**config.mk**
```make
export PLATFORM = sky130hd
export DESIGN_NAME = dp_cell
export DESIGN_NICKNAME = d
export VERILOG_FILES = /design/src/rtl/dp_cell_pkg.sv /design/src/rtl/dp_cell_inreg.sv /design/src/rtl/dp_cell_alu.sv /design/src/rtl/dp_cell_mulseq.sv /design/src/rtl/dp_cell_outreg.sv /design/src/rtl/dp_cell.sv
export SDC_FILE = /design/constraint.sdc
export NUM_CORES = 1
export LEC_CHECK = 0
export BUFFER_PORTS_ARGS = -buffer_cell sky130_fd_sc_hd__clkbuf_2
export CORE_UTILIZATION = 51
export CTS_CLUSTER_DIAMETER = 150
export DETAILED_ROUTE_END_ITERATION = 7
export GPL_TIMING_DRIVEN = 0
export PLACE_DENSITY_LB_ADDON = 0.05
export SLEW_MARGIN = 20
export SYNTH_ARGS = -nofsm -noshare
export SYNTH_HDL_FRONTEND = slang
export SYNTH_SLANG_ARGS = --single-unit
```
**constraint.sdc**
```tcl
create_clock -name clk -period 11.7 [get_ports clk]
set_input_delay 0.585 -clock clk [delete_from_list [all_inputs] [get_ports clk]]
set_output_delay 0.585 -clock clk [all_outputs]
set_load 0.05 [all_outputs]
```
**src/rtl/dp_cell_pkg.sv**
```systemverilog
package dp_cell_pkg;

   typedef enum logic [3:0] {
      OP_NOP  = 4'd0,
      OP_ADD  = 4'd1,
      OP_SUB  = 4'd2,
      OP_AND  = 4'd3,
      OP_OR   = 4'd4,
      OP_XOR  = 4'd5,
      OP_PASS = 4'd6,
      OP_MUL  = 4'd7
   } dp_op_e;

   function automatic logic op_fires(input logic [3:0] op);
      return (op >= 4'd1) && (op <= 4'd7);
   endfunction

   function automatic logic op_uses_b(input logic [3:0] op);
      return op_fires(op) && (op != 4'(OP_PASS));
   endfunction

   function automatic logic op_is_mul(input logic [3:0] op);
      return op == 4'(OP_MUL);
   endfunction

endpackage

```
**src/rtl/dp_cell_inreg.sv**
```systemverilog
module dp_cell_inreg #(
   parameter int WIDTH = 32
) (
   input  logic             clk,
   input  logic             rst_n,
   input  logic             in_valid,
   output logic             in_ready,
   input  logic [WIDTH-1:0] in_data,
   input  logic             consume,
   output logic             full,
   output logic [WIDTH-1:0] word
);

   logic             full_q;
   logic [WIDTH-1:0] word_q;

   always_ff @(posedge clk or negedge rst_n) begin
      if (!rst_n) begin
         full_q <= 1'b0;
         word_q <= '0;
      end else if (consume) begin
         full_q <= 1'b0;
      end else if (in_valid && !full_q) begin
         full_q <= 1'b1;
         word_q <= in_data;
      end
   end

   assign in_ready = !full_q;
   assign full     = full_q;
   assign word     = word_q;

endmodule

```
**src/rtl/dp_cell_alu.sv**
```systemverilog
module dp_cell_alu
   import dp_cell_pkg::*;
#(
   parameter int WIDTH = 32
) (
   input  logic [3:0]       op,
   input  logic [WIDTH-1:0] a,
   input  logic [WIDTH-1:0] b,
   output logic [WIDTH-1:0] y
);

   always_comb begin
      case (dp_op_e'(op))
         OP_ADD:  y = a + b;
         OP_SUB:  y = a - b;
         OP_AND:  y = a & b;
         OP_OR:   y = a | b;
         OP_XOR:  y = a ^ b;
         default: y = a;
      endcase
   end

endmodule

```
**src/rtl/dp_cell_mulseq.sv**
```systemverilog
module dp_cell_mulseq #(
   parameter int WIDTH = 32,
   parameter int BPS   = 2
) (
   input  logic             clk,
   input  logic             rst_n,
   input  logic             start,
   input  logic             step_en,
   input  logic [WIDTH-1:0] a,
   input  logic [WIDTH-1:0] b,
   output logic [WIDTH-1:0] prod
);

   localparam int NSTEP = WIDTH / BPS;
   localparam int CW    = $clog2(NSTEP + 1);

   logic [WIDTH-1:0] acc_q, mcand_q, mpl_q, acc_nxt;
   logic [CW-1:0]    step_q;
   logic [WIDTH-1:0] part [BPS];

   for (genvar i = 0; i < BPS; i++) begin : g_part
      assign part[i] = mpl_q[i] ? (mcand_q << i) : '0;
   end

   always_comb begin
      acc_nxt = acc_q;
      for (int i = 0; i < BPS; i++) acc_nxt = acc_nxt + part[i];
   end

   always_ff @(posedge clk or negedge rst_n) begin
      if (!rst_n) begin
         acc_q   <= '0;
         mcand_q <= '0;
         mpl_q   <= '0;
         step_q  <= '0;
      end else if (start) begin
         acc_q   <= '0;
         mcand_q <= a;
         mpl_q   <= b;
         step_q  <= '0;
      end else if (step_en && (step_q < CW'(NSTEP))) begin
         acc_q   <= acc_nxt;
         mcand_q <= mcand_q << BPS;
         mpl_q   <= mpl_q >> BPS;
         step_q  <= step_q + 1'b1;
      end
   end

   assign prod = acc_q;

endmodule

```
**src/rtl/dp_cell_outreg.sv**
```systemverilog
module dp_cell_outreg #(
   parameter int WIDTH = 32
) (
   input  logic             clk,
   input  logic             rst_n,
   input  logic             load,
   input  logic [WIDTH-1:0] word,
   output logic             out_valid,
   input  logic             out_ready,
   output logic [WIDTH-1:0] out_data
);

   logic             full_q;
   logic [WIDTH-1:0] data_q;

   always_ff @(posedge clk or negedge rst_n) begin
      if (!rst_n) begin
         full_q <= 1'b0;
         data_q <= '0;
      end else if (load) begin
         full_q <= 1'b1;
         data_q <= word;
      end else if (full_q && out_ready) begin
         full_q <= 1'b0;
      end
   end

   assign out_valid = full_q;
   assign out_data  = data_q;

endmodule

```
**src/rtl/dp_cell.sv**
```systemverilog
module dp_cell
   import dp_cell_pkg::*;
#(
   parameter int WIDTH     = 32,
   parameter int ALU_STEPS = 4,
   parameter int MUL_STEPS = 22,
   parameter int MUL_BPS   = 2
) (
   input  logic             clk,
   input  logic             rst_n,
   input  logic             cfg_load,
   input  logic [3:0]       cfg_op,
   input  logic [1:0]       cfg_route,
   input  logic             a_valid,
   output logic             a_ready,
   input  logic [WIDTH-1:0] a_data,
   input  logic             b_valid,
   output logic             b_ready,
   input  logic [WIDTH-1:0] b_data,
   output logic             x_valid,
   input  logic             x_ready,
   output logic [WIDTH-1:0] x_data,
   output logic             y_valid,
   input  logic             y_ready,
   output logic [WIDTH-1:0] y_data
);

   localparam int NIN   = 2;
   localparam int NOUT  = 2;
   localparam int MAXST = (MUL_STEPS > ALU_STEPS) ? MUL_STEPS : ALU_STEPS;
   localparam int CNTW  = $clog2(MAXST + 1);

   if (ALU_STEPS < 1) begin : g_bad_alu
      $error("ALU_STEPS must be at least 1");
   end
   if ((MUL_BPS < 1) || (WIDTH % MUL_BPS != 0)) begin : g_bad_bps
      $error("MUL_BPS must divide WIDTH");
   end
   if (MUL_STEPS < WIDTH / MUL_BPS + 1) begin : g_bad_mul
      $error("MUL_STEPS too small for the microsequence");
   end

   logic [3:0]       cfg_op_q;
   logic [1:0]       cfg_route_q;
   logic             busy_q, is_mul_q;
   logic [CNTW-1:0]  cnt_q;
   logic [1:0]       wr_route_q;
   logic [WIDTH-1:0] res_q, alu_y, mul_p, result;
   logic             fire, wr;

   logic             in_v   [NIN];
   logic             in_r   [NIN];
   logic [WIDTH-1:0] in_d   [NIN];
   logic             in_full[NIN];
   logic [WIDTH-1:0] in_w   [NIN];
   logic             in_cons[NIN];

   logic             out_v  [NOUT];
   logic             out_r  [NOUT];
   logic [WIDTH-1:0] out_d  [NOUT];
   logic [NOUT-1:0]  out_full;

   assign in_v[0] = a_valid;
   assign in_d[0] = a_data;
   assign in_v[1] = b_valid;
   assign in_d[1] = b_data;
   assign a_ready = in_r[0];
   assign b_ready = in_r[1];

   assign out_r[0] = x_ready;
   assign out_r[1] = y_ready;
   assign x_valid  = out_v[0];
   assign x_data   = out_d[0];
   assign y_valid  = out_v[1];
   assign y_data   = out_d[1];

   // configuration, frozen while an operation is in flight
   always_ff @(posedge clk or negedge rst_n) begin
      if (!rst_n) begin
         cfg_op_q    <= 4'(OP_NOP);
         cfg_route_q <= 2'b01;
      end else if (cfg_load && !busy_q) begin
         cfg_op_q    <= cfg_op;
         cfg_route_q <= cfg_route;
      end
   end

   for (genvar i = 0; i < NOUT; i++) begin : g_ofull
      assign out_full[i] = out_v[i];
   end

   assign fire = !busy_q && op_fires(cfg_op_q) && in_full[0]
               && (in_full[1] || !op_uses_b(cfg_op_q))
               && (cfg_route_q != 2'b00)
               && ((cfg_route_q & out_full) == 2'b00);

   assign in_cons[0] = fire;
   assign in_cons[1] = fire && op_uses_b(cfg_op_q);

   for (genvar i = 0; i < NIN; i++) begin : g_in
      dp_cell_inreg #(.WIDTH(WIDTH)) u_in (
         .clk      (clk),
         .rst_n    (rst_n),
         .in_valid (in_v[i]),
         .in_ready (in_r[i]),
         .in_data  (in_d[i]),
         .consume  (in_cons[i]),
         .full     (in_full[i]),
         .word     (in_w[i])
      );
   end

   dp_cell_alu #(.WIDTH(WIDTH)) u_alu (
      .op (cfg_op_q),
      .a  (in_w[0]),
      .b  (in_w[1]),
      .y  (alu_y)
   );

   dp_cell_mulseq #(.WIDTH(WIDTH), .BPS(MUL_BPS)) u_mul (
      .clk     (clk),
      .rst_n   (rst_n),
      .start   (fire && op_is_mul(cfg_op_q)),
      .step_en (busy_q && is_mul_q),
      .a       (in_w[0]),
      .b       (in_w[1]),
      .prod    (mul_p)
   );

   // step counter: result is written when the count reaches zero
   always_ff @(posedge clk or negedge rst_n) begin
      if (!rst_n) begin
         busy_q     <= 1'b0;
         is_mul_q   <= 1'b0;
         cnt_q      <= '0;
         wr_route_q <= 2'b00;
         res_q      <= '0;
      end else if (fire) begin
         busy_q     <= 1'b1;
         is_mul_q   <= op_is_mul(cfg_op_q);
         cnt_q      <= op_is_mul(cfg_op_q) ? CNTW'(MUL_STEPS - 1)
                                           : CNTW'(ALU_STEPS - 1);
         wr_route_q <= cfg_route_q;
         res_q      <= alu_y;
      end else if (busy_q) begin
         if (cnt_q == '0) busy_q <= 1'b0;
         else             cnt_q  <= cnt_q - 1'b1;
      end
   end

   assign wr     = busy_q && (cnt_q == '0);
   assign result = is_mul_q ? mul_p : res_q;

   for (genvar i = 0; i < NOUT; i++) begin : g_out
      dp_cell_outreg #(.WIDTH(WIDTH)) u_out (
         .clk       (clk),
         .rst_n     (rst_n),
         .load      (wr && wr_route_q[i]),
         .word      (result),
         .out_valid (out_v[i]),
         .out_ready (out_r[i]),
         .out_data  (out_d[i])
      );
   end

endmodule

```
==> metrics.md, run 1 <==
| Metric | Value |
|---|---|
| Status | finished, final reports clean |
| Max-slew headroom | 28.22% |
| Largest net degree at the start of global routing | a little under 80 |
| PortBufs | approximately 140 |
| Clk buf depth | 3 |
| Aggregate global routing overflow | 0 |
| Mapped Nets | about 2300 |
| Met2 Use GR | 50.68% |
| Hold Buf Count CTS | 0 |
| Vias in the first global route | 14970 |
| CTS Root Cell | clkbuf_16 |
| Grt met1 use | between 40 and 50% |
| Largest cells by area after synthesis | dfrtp_1, ha_1, nand2_1 |
| Die extent in x | 189.1 um |
| Count leader, synth | nand2_1 |
| RR Startpoint | cfg_op_q[0] |
| Dpl cell area | 19250 um2 |
| Hold WS | 0.01095 ns |
| Antenna-violating nets left | 0 |
| GR Util All Layers | 31.68% |
| Worst skew pair latency | slightly below 0.6 ns |
| Reg area | 7008 um2 |
| Worst Setup End Kind | flop |
| Die area | 35770 um2 |
| Total clock sinks | 280 |
| Critical register-to-register path endpoint | res_q[29] |
| Synth Cell Area | 17860 um2 |
| Slew @ Worst Pin | 1.077 ns |
| DRT Wirelength | 56.08 mm |
| CTS buffer count | 31 |
| Yosys top cell area share | approximately two fifths |
| Total number of vias | 15560 |
| Final Max Slew Viols | 0 |
| Die height | around 190 um |
| Final WS setup | 6.656 ns |
| # setup viols final | 0 |
| WL per Instance | 20.78 um |
| Worst path arrival time | approximately 5.5 ns |
| GRT Max-Usage Layer | met2 |
| HPWL after DPL | 43.53 mm |
| HP Class | input pin to asynchronous set/reset pin |
| Worst R2R Setup Slack | between 6 and 7 ns |
| Mean Syn Cell Area | 8.755 um2 |
| Row cnt | 68 |
| Worst EP required | 12.18 ns |
| Via density | 5.763 |
| Antenna diode count | 0 |
| Crit path launch type | flop |
| First drt pass iteration count | 5 |
| PostCTS Resize Cnt | 0 |
| Syn Inst Count | between 2000 and 2500 |
| Top post-synthesis cells by count | nand2_1, dfrtp_1, o21ai_0 |
| # DRC | 0 |
| Clk_skew | 0.02456 ns |
| CP Class | flop to flop |
| Final hold vios | 0 |
| I/O pin total | 145 |
| Area growth from synthesis to layout | 13.53% |
| Antenna violations before repair | 0 |
| Routability cong. | between 0.9 and 1 |
| Sequential share of the synthesized area | about two fifths |
| Post-placement cell count | 2642 |
| Reg clk slew, reported paths | 0.07 ns |
| Yosys reg bits | 280 |
| CORE AREA | 34460 um2 |
| RSZ-0062 raised after global routing | no |
| Place WS | a little under 7 ns |
| Primary FF master, synth | dfrtp_1 |
| Layout Nets | 2459 |
| Post-CTS setup buffers | 0 |
| Minimum clock period | 5.044 ns |
| Crit share post-route | 43.12% |
| Leading area contributor after synthesis | dfrtp_1 |
| Global-route wire length before repair | 86.48 mm |
| Fmax | 0.1982 GHz |
| Non-Filler Instances | 2699 |
| Fin util | slightly below 60% |
| CTS tree | built |
| Crit Path Max Fanout | 10 |
| Number of DRC markers in iteration 0 | 1120 |
| Share of layout cells above drive strength 1 | 10.70% |
| Critical path, cell by cell | nand2b_1 -> nor3_2 -> clkbuf_1 -> nor2_1 -> xnor2_1 -> ha_1 -> nand3_1 -> a2111oi_4 -> o21ai_0 -> a31o_2 -> nor4b_1 -> o21ai_0 -> a311oi_1 -> nor2_1 |
| Initial Util | slightly above 50% |
| Fill cells | around 3200 |
| Crit-path max cell delay | 0.68 ns |
| Synth cell types | 81 |
| Worst vdd ir | around 0.00015 V |
| Total design power | a little under 6 mW |
| Async set-or-reset flop fraction in the synthesized netlist | 100.0% |
| H-tree depth | 1 |
| Yosys Warn Count | 0 |
| Design Area, Final | about 20000 um2 |
| PwrDens | 289.5 nW/um2 |
| Met3 Track Usage GR | 3.911% |
| Worst Reg-to-Reg Cells | 14 |
| EDFF count, synth | 0 |
| Max_cap viols | 0 |
| Leakage power | 9.741 nW |
| Total area of multi-input combinational cells | 9709 um2 |
| Fin Setup TNS | 0 ns |
| Slowest cell on crit path | nor3_2 |
[layout by cell type (no fill, tap or decap), types with 7 or more instances in the layout]
cell type,count
a221oi_1,22
clkbuf_1,94
inv_1,174
dfrtp_1,279
nand2b_1,10
o31ai_1,12
nand2_1,410
o21ai_0,241
xnor2_1,60
o21bai_1,9
clkbuf_8,8
clkbuf_16,31
ha_1,130
fa_1,32
nor2_1,70
nand4_1,12
buf_1,8
clkinv_2,9
o21a_1,12
nor2b_1,12
and2_1,9
a21o_1,26
mux2i_1,36
nor4_1,7
xor2_1,25
o221ai_1,7
nand3_1,43
a22oi_1,81
clkbuf_2,144
a31oi_1,17
nor3_1,18
a21oi_1,76
[logic make-up after synthesis]
logic type,count (synthesis),share of synthesized area [%]
simple gates,624,14.87
fa+ha+maj,162,12.69
compound gates,564,20.20
mux,42,2.396
flops,280,39.24
buf+inv,283,6.424
xor+xnor,85,4.168
[worst max path at each step]
stage / startpoint / endpoint / slack [ns] / cells past startpoint
5_1_grt: u_mul.mpl_q[0] / u_mul.prod[31] / 6.39 / 17
6_report: cfg_op_q[0] / res_q[29] / 6.66 / 14
3_3_place_gp: rst_n / u_mul.mpl_q[14] / 3.96 / 1
4_1_cts: u_mul.mpl_q[0] / u_mul.prod[31] / 6.73 / 17
2_1_floorplan: cfg_op_q[0] / res_q[31] / 7.84 / 15
3_5_place_dp: u_mul.mpl_q[0] / u_mul.prod[31] / 6.75 / 17
[state kept, by name (all words and copies together), names as in the netlist, 4 cells and up]
register,count
g_out.u_out.out_data,64
cfg_op_q,4
u_mul.mpl_q,32
u_mul.step_q,5
res_q,32
u_mul.prod,32
cnt_q,5
g_in.u_in.word,64
u_mul.mcand_q,32
[worst max-delay path: cells and delay by family, from the launching register on]
| kind | cells | cell delay (ns) |
|---|---|---|
| adders and majority gates | 1 | 0.43 |
| DFF | 1 | 0.46 |
| and+or+nand+nor | 6 | 1.77 |
| buffers and inverters | 1 | 0.51 |
| xor gates and xnor gates | 1 | 0.19 |
| AOI/OAI and AO/OA | 5 | 1.58 |
[where the power goes]
part / internal [mW] / leakage (nW) / switching (mW)
clock network: 0.583 / 0.511 / 0.423
registers: 1.31 / 3.67 / 0.417
logic: 1.13 / 5.56 / 2.00
total: 3.03 / 9.74 / 2.84
[layout make-up]
cell class,count,area share [%]
buffer,109,2.437
clock buffer,41,4.258
multi-input combinational,1477,47.88
timing repair buffer,147,4.005
sequential,280,34.56
tap,455,2.808
clock inverter,16,0.8269
inverter,174,3.221
[metal layers]
metal | vias up | share of wire [%]
met5 | - | 0
met4 | 0 | 3.3
met3 | 94 | 5.5
met2 | 498 | 45
met1 | 7560 | 46
li1 | 7403 | -
Note: power is estimated with default switching activity, not from simulation.
==> run 2: changes to the inputs <==
- ABC_AREA: default -> 1
- clock period: 11.7 -> 5.1 ns (I/O delays scaled with it)
==> run 2 against run 1 <==
- register-to-register slack got worse by 6.0 ns
- clock power increased by 130%
- first-iteration DRC count increased by 49%
- largest power group unchanged
- largest cell class unchanged
- clock skew increased by 0.0015 ns
==> metrics.md, run 2 <==
| Metric | Value |
|---|---|
| Leading area contributor after synthesis | dfrtp_1 (unchanged) |
| Yosys Warn Count | 0 (unchanged) |
| Max-slew headroom | 34.72% (was 28.22%) |
| EDFF count, synth | 0 (unchanged) |
| RSZ-0062 raised after global routing | no (unchanged) |
| Die extent in x | 195.8 um (was 189.1 um) |
| Final hold vios | 0 (unchanged) |
| Leakage power | 11.94 nW (was 9.741 nW) |
| Critical path, cell by cell | clkbuf_1 -> clkbuf_1 -> nand2_1 -> fa_1 -> inv_1 -> ha_1 -> inv_1 -> fa_1 -> inv_1 -> nand3_1 -> nand2_1 -> a21boi_0 -> o21ai_0 -> nand3_1 -> nand2_1 -> nand2_1 -> nand3_1 -> nand2_1 (was nand2b_1 -> nor3_2 -> clkbuf_1 -> nor2_1 -> xnor2_1 -> ha_1 -> nand3_1 -> a2111oi_4 -> o21ai_0 -> a31o_2 -> nor4b_1 -> o21ai_0 -> a311oi_1 -> nor2_1) |
| Clk_skew | 0.02606 ns (was 0.02456 ns) |
| Largest cells by area after synthesis | dfrtp_1, nand2_1, ha_1 (was dfrtp_1, ha_1, nand2_1) |
| Total design power | 14.96 mW (was 5.871 mW) |
| Antenna violations before repair | 0 (unchanged) |
| Worst vdd ir | 0.0004069 V (was 0.0001535 V) |
| Total clock sinks | 280 (unchanged) |
| Total number of vias | 18900 (was 15560) |
| CTS buffer count | 30 (was 31) |
| Most common cell after layout, fill and taps aside | nand2_1 (unchanged) |
| Row cnt | 70 (was 68) |
| Yosys reg bits | 280 (unchanged) |
| Worst path arrival time | 4.88 ns (was 5.53 ns) |
| Max_cap viols | 0 (unchanged) |
| Slowest cell on crit path | o21ai_0 (was nor3_2) |
| Final WS setup | 0.6728 ns (was 6.656 ns) |
| Mapped Nets | 2944 (was 2279) |
| Share of layout cells above drive strength 1 | 8.017% (was 10.70%) |
| Mean Syn Cell Area | 7.080 um2 (was 8.755 um2) |
| Slew @ Worst Pin | 0.9791 ns (was 1.077 ns) |
| Status | finished, final reports clean (unchanged) |
| Vias in the first global route | 18590 (was 14970) |
| CTS Root Cell | clkbuf_16 (unchanged) |
| CORE AREA | 36790 um2 (was 34460 um2) |
| Crit-path max cell delay | 0.59 ns (was 0.68 ns) |
| Sequential share of the synthesized area | 36.59% (was 39.24%) |
| Die area | 38330 um2 (was 35770 um2) |
| Total area of multi-input combinational cells | 10440 um2 (was 9709 um2) |
| Clk buf depth | 3 (unchanged) |
| Via density | 5.481 (was 5.763) |
| # DRC | 0 (unchanged) |
| Primary FF master, synth | dfrtp_1 (unchanged) |
| GR Util All Layers | 35.08% (was 31.68%) |
| # setup viols final | 0 (unchanged) |
| Synth Cell Area | 19150 um2 (was 17860 um2) |
| Reg area | 7008 um2 (unchanged) |
| Place WS | 0.7090 ns (was 6.751 ns) |
| Worst Reg-to-Reg Cells | 18 (was 14) |
| WL per Instance | 19.27 um (was 20.78 um) |
| Worst hold stages | 3 |
| PortBufs | 144 (unchanged) |
| Yosys top cell area share | 36.45% (was 39.09%) |
| Post-placement cell count | 3320 (was 2642) |
| Non-Filler Instances | 3449 (was 2699) |
| Worst Setup End Kind | flop (unchanged) |
| HP Class | input pin to flop (was input pin to asynchronous set/reset pin) |
| Aggregate global routing overflow | 0 (unchanged) |
| DRT Wirelength | 66.48 mm (was 56.08 mm) |
| Number of DRC markers in iteration 0 | 1673 (was 1120) |
| Count leader, synth | nand2_1 (unchanged) |
| Worst EP required | 5.55 ns (was 12.18 ns) |
| H-tree depth | 1 (unchanged) |
| Worst path most repeated cell | nand2_1 |
| CP Class | flop to flop (unchanged) |
| Area growth from synthesis to layout | 16.74% (was 13.53%) |
| Largest net degree at the start of global routing | 75 (was 77) |
| Async set-or-reset flop fraction in the synthesized netlist | 100.0% (unchanged) |
| Routability cong. | 0.9637 (was 0.9379) |
| Initial Util | 52.06% (was 51.83%) |
| Fin util | 60.78% (was 58.85%) |
| Crit path launch type | flop (unchanged) |
| Most frequent cells in the layout | nand2_1, inv_1, dfrtp_1 (was nand2_1, dfrtp_1, o21ai_0) |
| I/O pin total | 145 (unchanged) |
| Fmax | 0.2259 GHz (was 0.1982 GHz) |
| HPWL after DPL | 53.09 mm (was 43.53 mm) |
| CTS tree | built (unchanged) |
| Layout Nets | 3197 (was 2459) |
| Fin Setup TNS | 0 ns (unchanged) |
| Crit share post-route | 86.81% (was 43.12%) |
| Worst skew pair latency | 0.59 ns (about the same) |
| Die height | 195.8 um (was 189.1 um) |
| First drt pass iteration count | 6 (was 5) |
| Antenna-violating nets left | 0 (unchanged) |
| Minimum clock period | 4.427 ns (was 5.044 ns) |
| Global-route wire length before repair | 103.3 mm (was 86.48 mm) |
| Syn Inst Count | 2705 (was 2040) |
| Final Max Slew Viols | 0 (unchanged) |
| Antenna diode count | 0 (unchanged) |
| Fill cells | 3540 (was 3189) |
| Reg clk slew, reported paths | 0.06 ns (was 0.07 ns) |
| Crit Path Max Fanout | 10 (unchanged) |
| Top post-synthesis cells by count | nand2_1, inv_1, dfrtp_1 (was nand2_1, dfrtp_1, o21ai_0) |
| PwrDens | 669.1 nW/um2 (was 289.5 nW/um2) |
| Synth cell types | 48 (was 81) |
[run 2: cell types whose count changed after synthesis, moves of 19 or more]
cell	previous run	this run
nor2_1	70	211
xnor2_1	60	8
nand2_1	410	941
nand3_1	43	160
a21o_1	26	5
a221oi_1	22	3
a22oi_1	81	0
a21oi_1	76	182
o21ai_0	241	144
inv_1	174	333
mux2i_1	36	0
[run 2: cell families (layout without fill, tap and decap cells)]
family	after synthesis	after routing	share of synthesized area, %
fa+ha+maj	162	162	11.84
buf+inv	432	708	8.891
flops	280	280	36.59
xor+xnor	47	47	2.149
mux	1	1	0.05879
compound gates	400	400	11.41
simple gates	1383	1383	29.07
[run 2: routing by layer]
metal | wire [um] | GRT usage, %
met4 | 2493 | 13.02
met1 | 28940 | 47.28
met3 | 3756 | 3.146
met5 | 0 | 0
met2 | 31280 | 58.94
[run 2: worst max-delay path: cells and delay by family (launching register included)]
family          cells  cell delay (ns)
compound gates      2             0.82
fa+ha+maj           3             1.10
buf+inv             5             1.16
flops               1             0.32
simple gates        8             0.92
[run 2: final timing paths]
check / start / slack, ns / to
max in group asynchronous: rst_n / 3.68 / u_mul.mpl_q[13]
worst min register to register: g_out[1].u_out.out_data[13] / 0.48 / g_out[1].u_out.out_data[13]
worst min-delay path: cfg_load / 0.02 / cfg_op_q[3]
min in group asynchronous: rst_n / 0.25 / g_out[0].u_out.out_data[13]
worst max-delay path: u_mul.mpl_q[0] / 0.67 / u_mul.prod[31]
worst max register to register: u_mul.mpl_q[0] / 0.67 / u_mul.prod[31]
[run 2: area by class of cell]
class,instances,area share (%)
Clock inverter,16,1.002
Multi-Input combinational cell,1993,46.70
Buffer,92,1.835
Inverter,340,5.781
Tap cell,468,2.619
Timing Repair Buffer,221,6.945
Clock buffer,39,3.777
Sequential cell,280,31.34
[run 2: timing repair]
item | 4_1_cts | 5_1_grt
hold buffers | 74 | 0
resized for setup | 0 | 0
setup buffers | 0 | 0
hold endpoints to repair | 139 | 0
[run 2: where the power goes]
group	leakage, nW	internal [mW]	switching (mW)
logic	7.91	2.58	5.87
clock network	0.522	1.42	0.952
registers	3.50	3.16	0.977
[run 2: per-stage QoR]
stage               instance area, um2  hold slack (ns)
floorplan                        19150         -0.04059
global placement                 20460           0.4391
detailed placement               20550           0.3026
CTS                              22360         0.006670
global route                     22360          0.04226
finish                           22360          0.02468
